<file path="src/rtl/t1_rbs_pkg.sv">
package t1_rbs_pkg;
  localparam int SIG_W = 4;

  typedef enum logic [2:0] {
    SEL_NONE = 3'd0,
    SEL_A    = 3'd1,
    SEL_B    = 3'd2,
    SEL_C    = 3'd3,
    SEL_D    = 3'd4
  } sig_sel_e;
endpackage

</file>
<file path="src/rtl/t1_rbs_frame_ctr.sv">
module t1_rbs_frame_ctr
  import t1_rbs_pkg::*;
#(
  parameter int SF_D4 = 12
) (
  input  logic     clk,
  input  logic     rst_n,
  input  logic     esf_mode,
  input  logic     step,
  input  logic     resync,
  output sig_sel_e sel,
  output logic     sf_begin
);
  localparam int SF_ESF = 2 * SF_D4;
  localparam int FW     = $clog2(SF_ESF + 1);

  logic [FW-1:0] frame_q, frame_nxt, frame_cur, sf_len;

  always_comb begin
    sf_len = esf_mode ? FW'(SF_ESF) : FW'(SF_D4);
    if (resync) begin
      frame_nxt = FW'(1);
    end else if (frame_q >= sf_len) begin
      frame_nxt = FW'(1);
    end else begin
      frame_nxt = frame_q + FW'(1);
    end
    frame_cur = step ? frame_nxt : frame_q;
    sf_begin  = step && (frame_nxt == FW'(1));
  end

  always_comb begin
    sel = SEL_NONE;
    if (frame_cur == FW'(SF_D4 / 2)) begin
      sel = SEL_A;
    end else if (frame_cur == FW'(SF_D4)) begin
      sel = SEL_B;
    end else if (esf_mode && (frame_cur == FW'(SF_D4 + SF_D4 / 2))) begin
      sel = SEL_C;
    end else if (esf_mode && (frame_cur == FW'(SF_ESF))) begin
      sel = SEL_D;
    end
  end

  always_ff @(posedge clk or negedge rst_n) begin
    if (!rst_n) begin
      frame_q <= '0;
    end else if (step) begin
      frame_q <= frame_nxt;
    end
  end

  // resync forces frame 1
  a_r3_resync: assert property (@(posedge clk) disable iff (!rst_n)
    step && resync |=> frame_q == FW'(1));
  // wrap after the last frame of the current format
  a_r3_wrap: assert property (@(posedge clk) disable iff (!rst_n)
    step && !resync && (frame_q == sf_len) |=> frame_q == FW'(1));
  // counter only moves on a frame start
  a_r3_hold: assert property (@(posedge clk) disable iff (!rst_n)
    !step |=> $stable(frame_q));
  // no C or D selection in short mode
  a_r6_no_cd: assert property (@(posedge clk) disable iff (!rst_n)
    !esf_mode |-> (sel != SEL_C) && (sel != SEL_D));
endmodule

</file>
<file path="src/rtl/t1_rbs_sig_store.sv">
module t1_rbs_sig_store
  import t1_rbs_pkg::*;
#(
  parameter int NUM_CH = 24,
  parameter int CHW    = 5
) (
  input  logic             clk,
  input  logic             rst_n,
  input  logic             wr_en,
  input  logic [CHW-1:0]   wr_chan,
  input  logic [SIG_W-1:0] wr_sig,
  input  logic             commit,
  input  logic [CHW-1:0]   rd_chan,
  output logic [SIG_W-1:0] rd_sig
);
  logic [NUM_CH-1:0][SIG_W-1:0] pend_q, pend_d, act_q, act_d;
  logic [NUM_CH-1:0]            wr_hit;

  for (genvar g = 0; g < NUM_CH; g++) begin : g_dec
    assign wr_hit[g] = wr_en && (wr_chan == CHW'(g));
  end

  always_comb begin
    pend_d = pend_q;
    for (int i = 0; i < NUM_CH; i++) begin
      if (wr_hit[i]) pend_d[i] = wr_sig;
    end
    act_d = commit ? pend_q : act_q;
  end

  always_comb begin
    rd_sig = '0;
    for (int i = 0; i < NUM_CH; i++) begin
      if (rd_chan == CHW'(i)) rd_sig = act_q[i];
    end
  end

  always_ff @(posedge clk or negedge rst_n) begin
    if (!rst_n) begin
      pend_q <= '0;
      act_q  <= '0;
    end else begin
      if (wr_en)  pend_q <= pend_d;
      if (commit) act_q  <= act_d;
    end
  end

  // active words change only at a superframe start
  a_r9_hold: assert property (@(posedge clk) disable iff (!rst_n)
    !commit |=> $stable(act_q));
  // at the boundary, the pending words go into service
  a_r9_commit: assert property (@(posedge clk) disable iff (!rst_n)
    commit |=> act_q == $past(pend_q));
  // out-of-range writes leave the pending words untouched
  a_r9_range: assert property (@(posedge clk) disable iff (!rst_n)
    wr_en && (wr_chan >= CHW'(NUM_CH)) |=> $stable(pend_q));
endmodule

</file>
<file path="src/rtl/t1_rbs_insert.sv">
module t1_rbs_insert
  import t1_rbs_pkg::*;
#(
  parameter int NUM_CH = 24,
  parameter int CHW    = 5,
  parameter int BYTE_W = 8
) (
  input  logic              clk,
  input  logic              rst_n,
  input  logic              in_valid,
  input  logic [BYTE_W-1:0] in_byte,
  input  logic [CHW-1:0]    in_chan,
  input  logic              rb_en,
  input  logic [NUM_CH-1:0] clear_mask,
  input  sig_sel_e          sel,
  input  logic [SIG_W-1:0]  sig,
  output logic              out_valid,
  output logic [BYTE_W-1:0] out_byte
);
  logic              ch_known, clr_hit, rob, sbit;
  logic [BYTE_W-1:0] byte_d, byte_q;
  logic              vld_q;

  always_comb begin
    ch_known = 1'b0;
    clr_hit  = 1'b0;
    for (int i = 0; i < NUM_CH; i++) begin
      if (in_chan == CHW'(i)) begin
        ch_known = 1'b1;
        clr_hit  = clear_mask[i];
      end
    end
  end

  always_comb begin
    unique case (sel)
      SEL_A:   sbit = sig[SIG_W-1];
      SEL_B:   sbit = sig[SIG_W-2];
      SEL_C:   sbit = sig[SIG_W-3];
      SEL_D:   sbit = sig[SIG_W-4];
      default: sbit = 1'b0;
    endcase
    rob    = rb_en && ch_known && !clr_hit && (sel != SEL_NONE);
    byte_d = rob ? {in_byte[BYTE_W-1:1], sbit} : in_byte;
  end

  always_ff @(posedge clk or negedge rst_n) begin
    if (!rst_n) begin
      vld_q  <= 1'b0;
      byte_q <= '0;
    end else begin
      vld_q <= in_valid;
      if (in_valid) byte_q <= byte_d;
    end
  end

  assign out_valid = vld_q;
  assign out_byte  = byte_q;

  // one-cycle latency of the valid flag
  a_r1_valid: assert property (@(posedge clk) disable iff (!rst_n)
    in_valid |=> out_valid);
  a_r1_idle: assert property (@(posedge clk) disable iff (!rst_n)
    !in_valid |=> !out_valid);
  // only the last bit may change
  a_r2_upper: assert property (@(posedge clk) disable iff (!rst_n)
    in_valid |=> out_byte[BYTE_W-1:1] == $past(in_byte[BYTE_W-1:1]));
  // global disable means transparent
  a_r7_off: assert property (@(posedge clk) disable iff (!rst_n)
    in_valid && !rb_en |=> out_byte == $past(in_byte));
  // non-signaling frames are transparent
  a_r10_plain: assert property (@(posedge clk) disable iff (!rst_n)
    in_valid && (sel == SEL_NONE) |=> out_byte == $past(in_byte));
endmodule

</file>
<file path="src/rtl/t1_rbs_inserter.sv">
module t1_rbs_inserter
  import t1_rbs_pkg::*;
#(
  parameter int NUM_CH = 24,
  parameter int SF_D4  = 12,
  parameter int BYTE_W = 8,
  localparam int CHW   = $clog2(NUM_CH)
) (
  input  logic              clk,
  input  logic              rst_n,
  input  logic              cfg_rb_en,
  input  logic              cfg_esf,
  input  logic [NUM_CH-1:0] cfg_clear,
  input  logic              wr_en,
  input  logic [CHW-1:0]    wr_chan,
  input  logic [SIG_W-1:0]  wr_sig,
  input  logic              in_valid,
  input  logic [CHW-1:0]    in_chan,
  input  logic              in_frame_start,
  input  logic              in_sf_start,
  input  logic [BYTE_W-1:0] in_byte,
  output logic              out_valid,
  output logic [BYTE_W-1:0] out_byte
);
  sig_sel_e         sel;
  logic             sf_begin, step;
  logic [SIG_W-1:0] cur_sig;

  assign step = in_valid && in_frame_start;

  t1_rbs_frame_ctr #(.SF_D4(SF_D4)) u_frame (
    .clk      (clk),
    .rst_n    (rst_n),
    .esf_mode (cfg_esf),
    .step     (step),
    .resync   (in_sf_start),
    .sel      (sel),
    .sf_begin (sf_begin)
  );

  t1_rbs_sig_store #(.NUM_CH(NUM_CH), .CHW(CHW)) u_store (
    .clk     (clk),
    .rst_n   (rst_n),
    .wr_en   (wr_en),
    .wr_chan (wr_chan),
    .wr_sig  (wr_sig),
    .commit  (sf_begin),
    .rd_chan (in_chan),
    .rd_sig  (cur_sig)
  );

  t1_rbs_insert #(.NUM_CH(NUM_CH), .CHW(CHW), .BYTE_W(BYTE_W)) u_ins (
    .clk        (clk),
    .rst_n      (rst_n),
    .in_valid   (in_valid),
    .in_byte    (in_byte),
    .in_chan    (in_chan),
    .rb_en      (cfg_rb_en),
    .clear_mask (cfg_clear),
    .sel        (sel),
    .sig        (cur_sig),
    .out_valid  (out_valid),
    .out_byte   (out_byte)
  );

  // a clear channel is transparent
  a_r8_clear: assert property (@(posedge clk) disable iff (!rst_n)
    in_valid && (in_chan < CHW'(NUM_CH)) && cfg_clear[in_chan] |=> out_byte == $past(in_byte));
endmodule

</file>
<file path="config.mk">
export PLATFORM = sky130hd
export DESIGN_NAME = t1_rbs_inserter
export DESIGN_NICKNAME = d
export VERILOG_FILES = /design/src/rtl/t1_rbs_pkg.sv /design/src/rtl/t1_rbs_frame_ctr.sv /design/src/rtl/t1_rbs_sig_store.sv /design/src/rtl/t1_rbs_insert.sv /design/src/rtl/t1_rbs_inserter.sv
export SDC_FILE = /design/constraint.sdc
export NUM_CORES = 1
export LEC_CHECK = 0
export BUFFER_PORTS_ARGS = -buffer_cell sky130_fd_sc_hd__buf_4
export CAP_MARGIN = 20
export CORE_MARGIN = 4
export CORE_UTILIZATION = 57
export DETAILED_ROUTE_END_ITERATION = 8
export PLACE_DENSITY = 0.86
export REMOVE_ABC_BUFFERS = 1
export SYNTH_ARGS = -nofsm -noshare
export SYNTH_HDL_FRONTEND = slang
export SYNTH_SLANG_ARGS = --single-unit
</file>
<file path="constraint.sdc">
create_clock -name clk -period 3.93 [get_ports clk]
set_input_delay 0.5895 -clock clk [delete_from_list [all_inputs] [get_ports clk]]
set_output_delay 0.5895 -clock clk [all_outputs]
set_load 0.01 [all_outputs]
</file>
==> results.yml <==
grt:
  track_usage_pct: 24.5
  gr-total-overflow: 0
  grt_pass1_vias: 6504
  grt_pass1_wl_um: 35500
  grt_start_max_net_pins: 113
  grt_antenna_before_repair: 0
power_and_ir_drop:
  leakage_nw: 4.98
  p_per_area_mw_per_mm2: 588
  ir_worst_vdd_mv: 0.326
setup_path:
  crit_path_cell_trace: "inv_1 > ha_1 > a21boi_4 > o2111ai_4 > o211ai_1 > nor2b_1 > nand3b_1 > o311a_2 > a21oi_2"
  cp_top_family: "compound AO/OA/AOI/OAI gates"
  crit_arrival_ps: 3050
  crit_fanout: 8
  max_stage_delay_ps: 470
  crit_required_ps: 4360
  cpMaxStageDelayCell: "dfrtp_1"
  critPathLaunchType: "flop"
  critical_path_class: "flop to flop"
  critPathBufInv: 1
  endpoint_kind: "flop"
timing:
  slew_viol_final: 0
  setup_violations: 0
  rsz0062_at_grt: "false"
  period_share_pct: 66.6
  worst_clock_skew_ps: 12.5
  setup_tns_ps: 0
  tightestPinTransition_ps: 958
  setup_ws_ps: 1310
  hold_viol: 0
  finalCriticalPeriod_ps: 2620
  max_clock_freq_mhz: 382
  relSlewSlack_pct: 36.0
floorplanning:
  coreArea_mm2: 0.0165
  die-area_mm2: 0.0189
  io_pins: 63
  rows: 47
  die_w_um: 138
  initial_core_util_pct: 57.9
  die_h_um: 138
job:
  cap_violations: 0
yosys:
  synth_edf_count: 0
  netlist_area_mm2: 0.00957
  yosys_warnings: 0
  synth-compound-area-share_pct: 7.75
  synth.avg_cell_area_um2: 12.7
  synthDistinctLibCells: 63
  synthSimpleGateAreaFrac_pct: 8.41
  ys.flop_type: "dfrtp_1"
  synthAdderAreaFrac_pct: 0.523
  synth_seq_area_share_pct: 53.9
  synth_top_family_by_area: "multiplexers"
  synthArstFlopShare_pct: 100
  ys_seq_elements: 206
  muxShareOfSynthArea_pct: 26.6
  syn_inst: 754
  synthXorXnorAreaFrac_pct: 0.275
layout:
  nets: 861
  drive_gt1_share_pct: 39.1
  diodes: 0
  area_delta_synth_final_pct: 13.7
drt:
  drc: 0
  routed_via_density: 6.16
  wire_per_inst_um: 21.9
  ant_nets: 0
  routed_wl_um: 22700
  first_pass_iters: 5
  first_iter_violations: 612
  via_count: 6380
placement:
  port_buffers: 62
  place_ws_ps: 958
  routabilityCongestion: 0.953
  hpwl_um: 15100
clocking:
  postCtsSetupBuffers: 0
  cts_buffers: 21
  clk_pin_slew_ps: 70
  clkSinkCount: 206
  clock_latency_ps: 490
  hold_buffers: 0
  clk_path_buf_depth: 3
  htree_levels: 1
  ctsResizeCount: 0
  cts-root-buf: "clkbuf_16"
  cts_tree: "yes"
status:
  status: "finished clean"
worst_hold_path:
  hp-class: "primary input to asynchronous set/reset pin"
==> state kept, by name, indices dropped and copies added, names as in the netlist <==
signal,flops
u_store.act_q,96
u_ins.out_valid,1
u_frame.frame_q,5
u_store.pend_q,96
u_ins.out_byte,8
==> through the flow <==
step           util [%]  cell area [um^2]  hold WS [ps]  std cells  total power (W)
4_1_cts            65.9             10900           239       1036          0.00642
5_1_grt            65.9             10900           274       1036          0.00669
3_3_place_gp       61.6             10200           479       1000          0.00429
3_5_place_dp       61.6             10200           487       1000          0.00438
2_1_floorplan         -              9380           294        714          0.00387
6_report           65.9             10900           182       1036          0.00640
==> metal layers <==
layer / routed length (um) / up-vias / share of wire, % / GRT usage [%]
met5: 0 / - / 0 / 0
met2: 10900 / 240 / 48 / 39.6
met1: 9750 / 3236 / 43 / 34.5
li1: - / 2854 / - / -
met4: 607 / 0 / 2.7 / 7.37
met3: 1520 / 50 / 6.7 / 3.73
==> cells in the mapped netlist (all sizes together), types with 2 or more instances <==
cell	count	share of area [%]
a2111oi	2	0.25
o31a	4	0.37
nand3b	3	0.24
nor2	29	1.2
o31ai	3	0.24
xor2	2	0.18
a41o	2	0.21
mux2i	14	1.5
mux2	204	24
nand3	18	0.94
inv	13	0.51
o21ai	25	1.3
or3	3	0.20
nand4	5	0.33
o311ai	3	0.27
a21oi	26	1.4
and3b	2	0.18
a211oi	2	0.16
nor4	3	0.20
or3b	2	0.18
clkbuf	19	0.75
o221ai	2	0.18
and3	4	0.26
o22ai	11	0.72
o2111ai	2	0.37
dfrtp	206	54
mux4	5	1.2
nand2b	15	0.98
ha	4	0.52
a31oi	4	0.26
o211ai	5	0.39
nor3	14	0.73
or2	2	0.13
a221o	2	0.21
nor2b	15	0.98
buf	21	1.3
nand2	40	1.6
o21a	6	0.47
==> logic make-up after synthesis <==
group,count (synthesis)
muxes,223
DFF,206
and+or+nand+nor,158
AOI/OAI and AO/OA,107
buffers and inverters,53
adders and majority gates,4
xor gates and xnor gates,3
==> cell usage in the layout (no fill, tap or decap), types with 6 or more instances in the layout <==
master,synthesis,final
a21oi_1,25,25
buf_4,5,63
clkbuf_16,0,21
clkbuf_8,0,7
dfrtp_1,206,206
inv_1,13,13
mux2_2,203,203
mux2i_1,14,14
nand2_1,38,38
nand2b_1,15,15
nand3_1,18,18
nor2_1,27,27
nor2b_1,15,15
nor3_1,14,14
o21a_1,6,6
o21ai_0,23,23
o22ai_1,11,11
==> worst paths after layout <==
check	startpoint	end	slack (ps)	cells past startpoint
min in group clk	in_byte[1]	u_ins.out_byte[1]$_DFFE_PN0P_	330	2
hold / removal	rst_n	u_store.act_q[38]$_DFFE_PN0P_	180	1
setup reg to reg	u_frame.frame_q[0]$_DFF_PN0_	u_ins.out_byte[0]$_DFFE_PN0P_	1310	9
hold reg to reg	u_store.pend_q[9]$_DFFE_PN0P_	u_store.act_q[9]$_DFFE_PN0P_	500	1
max in group asynchronous	rst_n	u_store.pend_q[16]$_DFFE_PN0P_	2900	2
setup / recovery	u_frame.frame_q[0]$_DFF_PN0_	u_ins.out_byte[0]$_DFFE_PN0P_	1310	9
==> layout make-up <==
cell class	count	area [um^2]
well taps	220	275
clock buffers	32	627
multi-input cells	495	4180
clock inverters	4	76.3
repair buffers	66	527
inverters	13	48.8
flip-flops and latches	206	5150
fillers	1172	5640
==> report_power, final <==
part | internal (W) | leakage [nW] | switching, W
clock | 0.00123 | 0.346 | 0.000792
sequential | 0.00273 | 2.64 | 0.000405
combinational | 0.000699 | 1.99 | 0.000546
total | 0.00466 | 4.98 | 0.00174
Note: power is estimated with default switching activity, not from simulation.
